--- config.mk ---
export PLATFORM = sky130hd
export DESIGN_NAME = rst_cause_status
export DESIGN_NICKNAME = d
export VERILOG_FILES = /design/src/rtl/rst_cause_pkg.sv /design/src/rtl/rst_cause_setmap.sv /design/src/rtl/rst_cause_bit.sv /design/src/rtl/rst_cause_status.sv
export SDC_FILE = /design/constraint.sdc
export NUM_CORES = 1
export LEC_CHECK = 0
export BUFFER_PORTS_ARGS = -buffer_cell sky130_fd_sc_hd__clkbuf_2
export CORE_AREA = 10 10 51 53
export CTS_BUF_LIST = sky130_fd_sc_hd__clkbuf_8
export CTS_CLUSTER_DIAMETER = 30
export DETAILED_ROUTE_END_ITERATION = 6
export DIE_AREA = 0 0 61 63
export PLACE_DENSITY = 0.91
export RECOVER_POWER = 50
export SETUP_SLACK_MARGIN = 0.02
export SKIP_LAST_GASP = 1
export SLEW_MARGIN = 20
export SYNTH_ARGS = -nofsm -noshare
export SYNTH_HDL_FRONTEND = slang
export SYNTH_SLANG_ARGS = --single-unit
export TNS_END_PERCENT = 100
--- constraint.sdc ---
create_clock -name clk -period 1.2 [get_ports clk]
set_input_delay 0.06 -clock clk [delete_from_list [all_inputs] [get_ports clk]]
set_output_delay 0.06 -clock clk [all_outputs]
set_load 0.01 [all_outputs]
--- src/rtl/rst_cause_pkg.sv ---
package rst_cause_pkg;

  localparam int NUM_FLAGS = 13;

  typedef enum int {
    FL_EXT_HARD   = 0,
    FL_EXT_SOFT   = 1,
    FL_PLL_UNLOCK = 2,
    FL_WATCHDOG   = 3,
    FL_CHECKSTOP  = 4,
    FL_DBG_HARD   = 5,
    FL_DBG_SOFT   = 6,
    FL_TAP_SOFT   = 7,
    FL_CLK_SWITCH = 8,
    FL_LOCK_VIOL  = 9,
    FL_GL_POR     = 10,
    FL_GL_HARD    = 11,
    FL_GL_SOFT    = 12
  } flag_e;

  // flag index k -> bit k of these masks
  localparam logic [NUM_FLAGS-1:0] INTERNAL_MASK = 13'h01FC;
  localparam logic [NUM_FLAGS-1:0] SOFT_MASK     = 13'h00C2;

  // flag 0 sits at the most significant data bit
  function automatic int flag_pos(input int reg_w, input int k);
    return reg_w - 1 - k;
  endfunction

endpackage

--- src/rtl/rst_cause_setmap.sv ---
module rst_cause_setmap
  import rst_cause_pkg::*;
(
  input  logic [NUM_FLAGS-1:0] ev,
  output logic [NUM_FLAGS-1:0] set_vec
);

  logic any_internal;
  logic any_soft;

  assign any_internal = |(ev & INTERNAL_MASK);
  assign any_soft     = |(ev & SOFT_MASK);

  always_comb begin
    set_vec = ev;
    set_vec[FL_EXT_HARD] = ev[FL_EXT_HARD] | any_internal;
    set_vec[FL_EXT_SOFT] = ev[FL_EXT_SOFT] | any_internal;
    set_vec[FL_GL_SOFT]  = ev[FL_GL_SOFT]  | any_soft;
  end

endmodule

--- src/rtl/rst_cause_bit.sv ---
module rst_cause_bit (
  input  logic clk,
  input  logic por_n,
  input  logic set_i,
  input  logic clr_i,
  output logic q
);

  always_ff @(posedge clk or negedge por_n) begin
    if (!por_n)     q <= 1'b0;
    else if (set_i) q <= 1'b1;   // set outranks clear
    else if (clr_i) q <= 1'b0;
  end

endmodule

--- src/rtl/rst_cause_status.sv ---
module rst_cause_status
  import rst_cause_pkg::*;
#(
  parameter int REG_W = 16
) (
  input  logic             clk,
  input  logic             por_n,
  input  logic             ev_ext_hard,
  input  logic             ev_ext_soft,
  input  logic             ev_pll_unlock,
  input  logic             ev_watchdog,
  input  logic             ev_checkstop,
  input  logic             ev_dbg_hard,
  input  logic             ev_dbg_soft,
  input  logic             ev_tap_soft,
  input  logic             ev_clk_switch,
  input  logic             ev_lock_violation,
  input  logic             gl_por_pin,
  input  logic             gl_hard_pin,
  input  logic             gl_soft_pin,
  input  logic             reg_sel,
  input  logic             reg_wr,
  input  logic [REG_W-1:0] reg_wdata,
  output logic [REG_W-1:0] reg_rdata
);

  localparam int RSVD_W = REG_W - NUM_FLAGS;

  logic [NUM_FLAGS-1:0] ev_vec;
  logic [NUM_FLAGS-1:0] set_vec;
  logic [NUM_FLAGS-1:0] flag_q;
  logic                 wr_hit;

  always_comb begin
    ev_vec                = '0;
    ev_vec[FL_EXT_HARD]   = ev_ext_hard;
    ev_vec[FL_EXT_SOFT]   = ev_ext_soft;
    ev_vec[FL_PLL_UNLOCK] = ev_pll_unlock;
    ev_vec[FL_WATCHDOG]   = ev_watchdog;
    ev_vec[FL_CHECKSTOP]  = ev_checkstop;
    ev_vec[FL_DBG_HARD]   = ev_dbg_hard;
    ev_vec[FL_DBG_SOFT]   = ev_dbg_soft;
    ev_vec[FL_TAP_SOFT]   = ev_tap_soft;
    ev_vec[FL_CLK_SWITCH] = ev_clk_switch;
    ev_vec[FL_LOCK_VIOL]  = ev_lock_violation;
    ev_vec[FL_GL_POR]     = gl_por_pin;
    ev_vec[FL_GL_HARD]    = gl_hard_pin;
    ev_vec[FL_GL_SOFT]    = gl_soft_pin;
  end

  assign wr_hit = reg_sel & reg_wr;

  rst_cause_setmap u_map (
    .ev      (ev_vec),
    .set_vec (set_vec)
  );

  for (genvar k = 0; k < NUM_FLAGS; k++) begin : g_flag
    rst_cause_bit u_bit (
      .clk   (clk),
      .por_n (por_n),
      .set_i (set_vec[k]),
      .clr_i (wr_hit & reg_wdata[flag_pos(REG_W, k)]),
      .q     (flag_q[k])
    );
    assign reg_rdata[flag_pos(REG_W, k)] = flag_q[k];
  end

  if (RSVD_W > 0) begin : g_rsvd
    assign reg_rdata[RSVD_W-1:0] = '0;
  end

endmodule

## Word level (Yosys, flattened, before mapping)

Index checks and enable logic that the tools add are counted.
Widths: inputs -> output; s select.

| storage, ports and cells | value |
|---|---|
| flip-flop bits (word level) | 13 |
| input bits | 33 |
| logic and storage cells | 71 |

| cells by class | value |
|---|---|
| muxes and demuxes | 26 |
| bitwise operators | 17 |
| reductions and logical operators | 15 |

Operator list:

| kind | number |
|---|---|
| $mux 1 | 26 |
| $reduce_bool 2->1 | 13 |
| $and 1x1->1 | 14 |
| $reduce_or 7->1 | 1 |
| $or 1x1->1 | 3 |
| $reduce_or 3->1 | 1 |

## Longest topological paths before layout

| depth | value |
|---|---|
| depth after elaboration | 4 |
| depth in mapped cells | 3 |
| gate-level depth less buffers | 2 |

## Hierarchy

A second synthesis with hierarchy kept.

| second synthesis, totals | value |
|---|---|
| cells, all modules | 74 |
| area, all modules | 710.7 sq um |

Modules (own cells, without submodules):

| module | instances | cells each | area each (sq um) |
|---|---|---|---|
| rst_cause_bit | 13 | 3 | 36.3 |
| rst_cause_status | 1 | 19 | 130.1 |
| rst_cause_setmap | 1 | 16 | 108.9 |

## Worst setup path after synthesis

OpenSTA, ideal clock, no wires.

| timing path | value |
|---|---|
| kind | input to register |
| from | input ev_watchdog |
| to | register g_flag[0].u_bit.q |
| setup time | 0.124 ns |
| arrival time | 0.836 ns |
| data required time | 1.076 ns |
| path slack | 0.240 ns |
| cell stages on the path | 2 |
| path through | or4_4 > a211o_1 |

| on the way | value |
|---|---|
| cells in the longest elaborated chain, start to end | 3 |
| elaborated cells on any way between the ends | 4 |
| those cells by class | 1 x mux; 1 x bitwise; 2 x reduce/logical |

Ends and longest elaborated chain:

| element | line | text |
|---|---|---|
| start, declared | rst_cause_status.sv:11 | `input logic ev_watchdog,` |
| $reduce_or 7->1 (*) | rst_cause_setmap.sv:11 | `assign any_internal = \|(ev & INTERNAL_MASK);` |
| $or 1x1->1 (*) | rst_cause_setmap.sv:16 | `set_vec[FL_EXT_HARD] = ev[FL_EXT_HARD] \| any_internal;` |
| $mux 1 or $reduce_bool 2->1 (tied branches) | - |  |
| end signal, assigned | rst_cause_bit.sv:10 | `if (!por_n) q <= 1'b0;` |
| end signal, assigned | rst_cause_bit.sv:11 | `else if (set_i) q <= 1'b1;` |
| end signal, assigned | rst_cause_bit.sv:12 | `else if (clr_i) q <= 1'b0;` |
| end, declared | rst_cause_bit.sv:6 | `output logic q` |

Every way passes the cells marked *; elsewhere a longest branch is shown, timed or not.
A chain may end at the register's enable or synchronous reset.

==> flow_summary.toml <==
[synthesis]
count_of_mapped_cells_out_of_synthesis = 62
netlist.top_cell.by_area = "sky130_fd_sc_hd__dfrtp_1"
yosys_warnings = 0
synth.area.top_cells = "sky130_fd_sc_hd__dfrtp_1, sky130_fd_sc_hd__buf_4, sky130_fd_sc_hd__a21o_1, sky130_fd_sc_hd__nand3_1, sky130_fd_sc_hd__or4_1"
synth_top_area_share_pct = 49.52
post_synth_num_cell_types = 11
synth.cell_area_um2 = 656.9
postSynthAreaPerCell_um2 = 10.59
synth-seq-area-share_pct = 49.52
flops_latches_synth = 13

[critical_path]
critPathLaunchType = "input port"
critPathCapture = "g_flag[10].u_bit.q"
r2r.worst_path.cells = 1
critical_path.reg2reg.endpoint = "g_flag[0].u_bit.q"
worst_setup_path_start = "por_n"
crit_path_cell_trace = "dlygate4sd3_1 -> clkbuf_1"
crit-reg2reg-launch = "g_flag[0].u_bit.q"
critPathTopFamily = "buffers and inverters"
cp_slowest_cell = "sky130_fd_sc_hd__clkbuf_1"
critical_path.n_buffers_inverters = 2
cp_data_arrival_time_ps = 1150
critical_path.max_stage_delay_ps = 560
critPathMaxFanout = 13
worst_path_required_ps = 1480
path_class = "input port to asynchronous set/reset pin"
ff2ff_setup_slack_ps = 460
critical_path_cell_count = 2
crit_path_end_kind = "asynchronous set/reset pin"

[cells_and_area]
registers.top_by_ff_count = "g_flag.u_bit.q"
max_ffs_per_register = 13
final_net_count = 129
reg_top3 = "g_flag.u_bit.q: 13 flops"
layout_cell_share_with_drive_strength_beyond_1_pct = 48.42
layout_common_cells = "sky130_fd_sc_hd__clkbuf_2, sky130_fd_sc_hd__nand3_1, sky130_fd_sc_hd__dfrtp_1"
multi_input_area_um2 = 211.5
fillers = 162
syn2layout_area_growth_pct = 28.19
mostFrequentLayoutCell = "sky130_fd_sc_hd__clkbuf_2"
area_taken_by_flip_flops_and_latches_um2 = 325.3
antenna_cells_inserted = 0

[timing]
report.final.setup_viol = 0
hold_slack_ps = 4.198
slew-limit-headroom_pct = 51.39
max_freq_mhz = 1160
maxSlewViolCount = 0
clock_skew_ps = 0
finalSetupTns_ps = 0
timing_worst_slew_pin_value_ps = 729.1
period_share_pct = 71.85
rsz_0062_raised_after_global_routing = "false"
hold_violations_final = 0
layout_min_cycle_time_ps = 862.2

[power]
p_leak_uw = 0.0003875
peakVddDrop_uv = 681.7
power-per-cell-area_nw_per_um2 = 1152

[global_route]
grt_antenna_before_repair = 0
first_pass_grt_wire_length_um = 2801
grt_overflow = 0
global_route.usage.total_pct = 9.204
pin_count_of_the_biggest_net_entering_global_routing = 14
grt_pass1_vias = 634

[route]
wl_um = 1680
first_pass_iters = 2
antenna_violating_nets_post_route = 0
post_drt_wl_per_cell_um = 15.00
drc_errors = 0
detail_route.iter0.violations = 7
vias_after_detailed_routing = 549
via_per_inst = 4.902

[clocking]
cts_root_buf = "sky130_fd_sc_hd__clkbuf_8"
path_clk_slew_ps = 50
cts_made_buffers = 3
buffer_levels_on_the_longest_clock_path = 2
cts_tree = "built"
post-cts-setup-buffer-count = 0
clock_sink_count = 13
worstSkewPairLatency_ps = 230
cts_htree_levels = 1

[floorplan]
floorplan.initialDensity_pct = 39.77
die_h_um = 63
floorplan.rows = 15
pin_count = 49
coreArea_um2 = 1652
die_area_um2 = 3843
floorplan.die.width_um = 61

[outcome]
outcome = "finished clean"

[placed_design]
gp_routability_congestion = 0.7154
numPortBuffers = 42

[hold_path]
worst_hold_path_type = "input port to register"

[run]
max_cap_violations = 0
per-stage QoR:
stage          instance area (um2)  power, uW  worst slack (ps)  util, %  cells
6_report                     842.1      969.7             337.8    50.98    112
5_1_grt                      842.1       1035             175.1    50.98    112
4_1_cts                      843.3      991.5             358.9    51.06    112
3_5_place_dp                 768.2      606.5             112.6    46.52    105
3_3_place_gp                 768.2      602.9             116.6    46.52    105
2_1_floorplan                664.4      551.3             240.4        -     64
final cells by class:
| type | instances | share of cell area, % |
|---|---|---|
| tap | 17 | 2.526 |
| clock inverter | 1 | 0.4458 |
| timing repair buffer | 45 | 28.38 |
| clock buffer | 3 | 4.903 |
| sequential | 13 | 38.63 |
| multi-input combinational | 33 | 25.11 |
cells by family after synthesis:
family	share of synthesized area, %
flip-flops	49.52
AND/OR/NAND/NOR	15.05
buffers and inverters	19.43
AO/OA/AOI/OAI	15.43
other	0.5709
cells in the mapped netlist:
| master | count |
|---|---|
| sky130_fd_sc_hd__buf_4 | 16 |
| sky130_fd_sc_hd__a21o_1 | 10 |
| sky130_fd_sc_hd__nand3_1 | 13 |
| sky130_fd_sc_hd__clkbuf_1 | 1 |
| sky130_fd_sc_hd__dfrtp_1 | 13 |
| sky130_fd_sc_hd__a211o_1 | 2 |
| sky130_fd_sc_hd__a21o_2 | 1 |
| sky130_fd_sc_hd__buf_1 | 1 |
| sky130_fd_sc_hd__conb_1 | 1 |
| sky130_fd_sc_hd__or4_1 | 3 |
| sky130_fd_sc_hd__or4_4 | 1 |
where the power goes:
part	internal, uW	switching [uW]
clock	225	142
combinational	69.5	68.0
sequential	456	8.84
how the worst min path moves through the flow:
| stage | start | end | slack [ps] | depth (start not counted) |
|---|---|---|---|---|
| 3_3_place_gp | por_n | g_flag[12].u_bit.q | -30 | 1 |
| 3_5_place_dp | por_n | g_flag[12].u_bit.q | -20 | 1 |
| 5_1_grt | gl_por_pin | g_flag[10].u_bit.q | 20 | 2 |
| 6_report | gl_por_pin | g_flag[10].u_bit.q | 4 | 2 |
| 2_1_floorplan | por_n | g_flag[0].u_bit.q | -240 | 0 |
| 4_1_cts | gl_por_pin | g_flag[10].u_bit.q | 2 | 2 |
layer usage:
layer	vias up	track usage (%)	share of wire (%)
li1	268	-	-
met1	254	9.640	35
met2	25	15.56	50
met3	2	4.268	14
met4	0	2.747	0.36
met5	-	0	0
what timing repair did:
item,in CTS,in global routing
endpoints found under the hold margin,15,0
hold buffers,3,0
setup endpoints to repair,0,0
gates resized for setup,0,0
(Power assumes the default switching activity.)
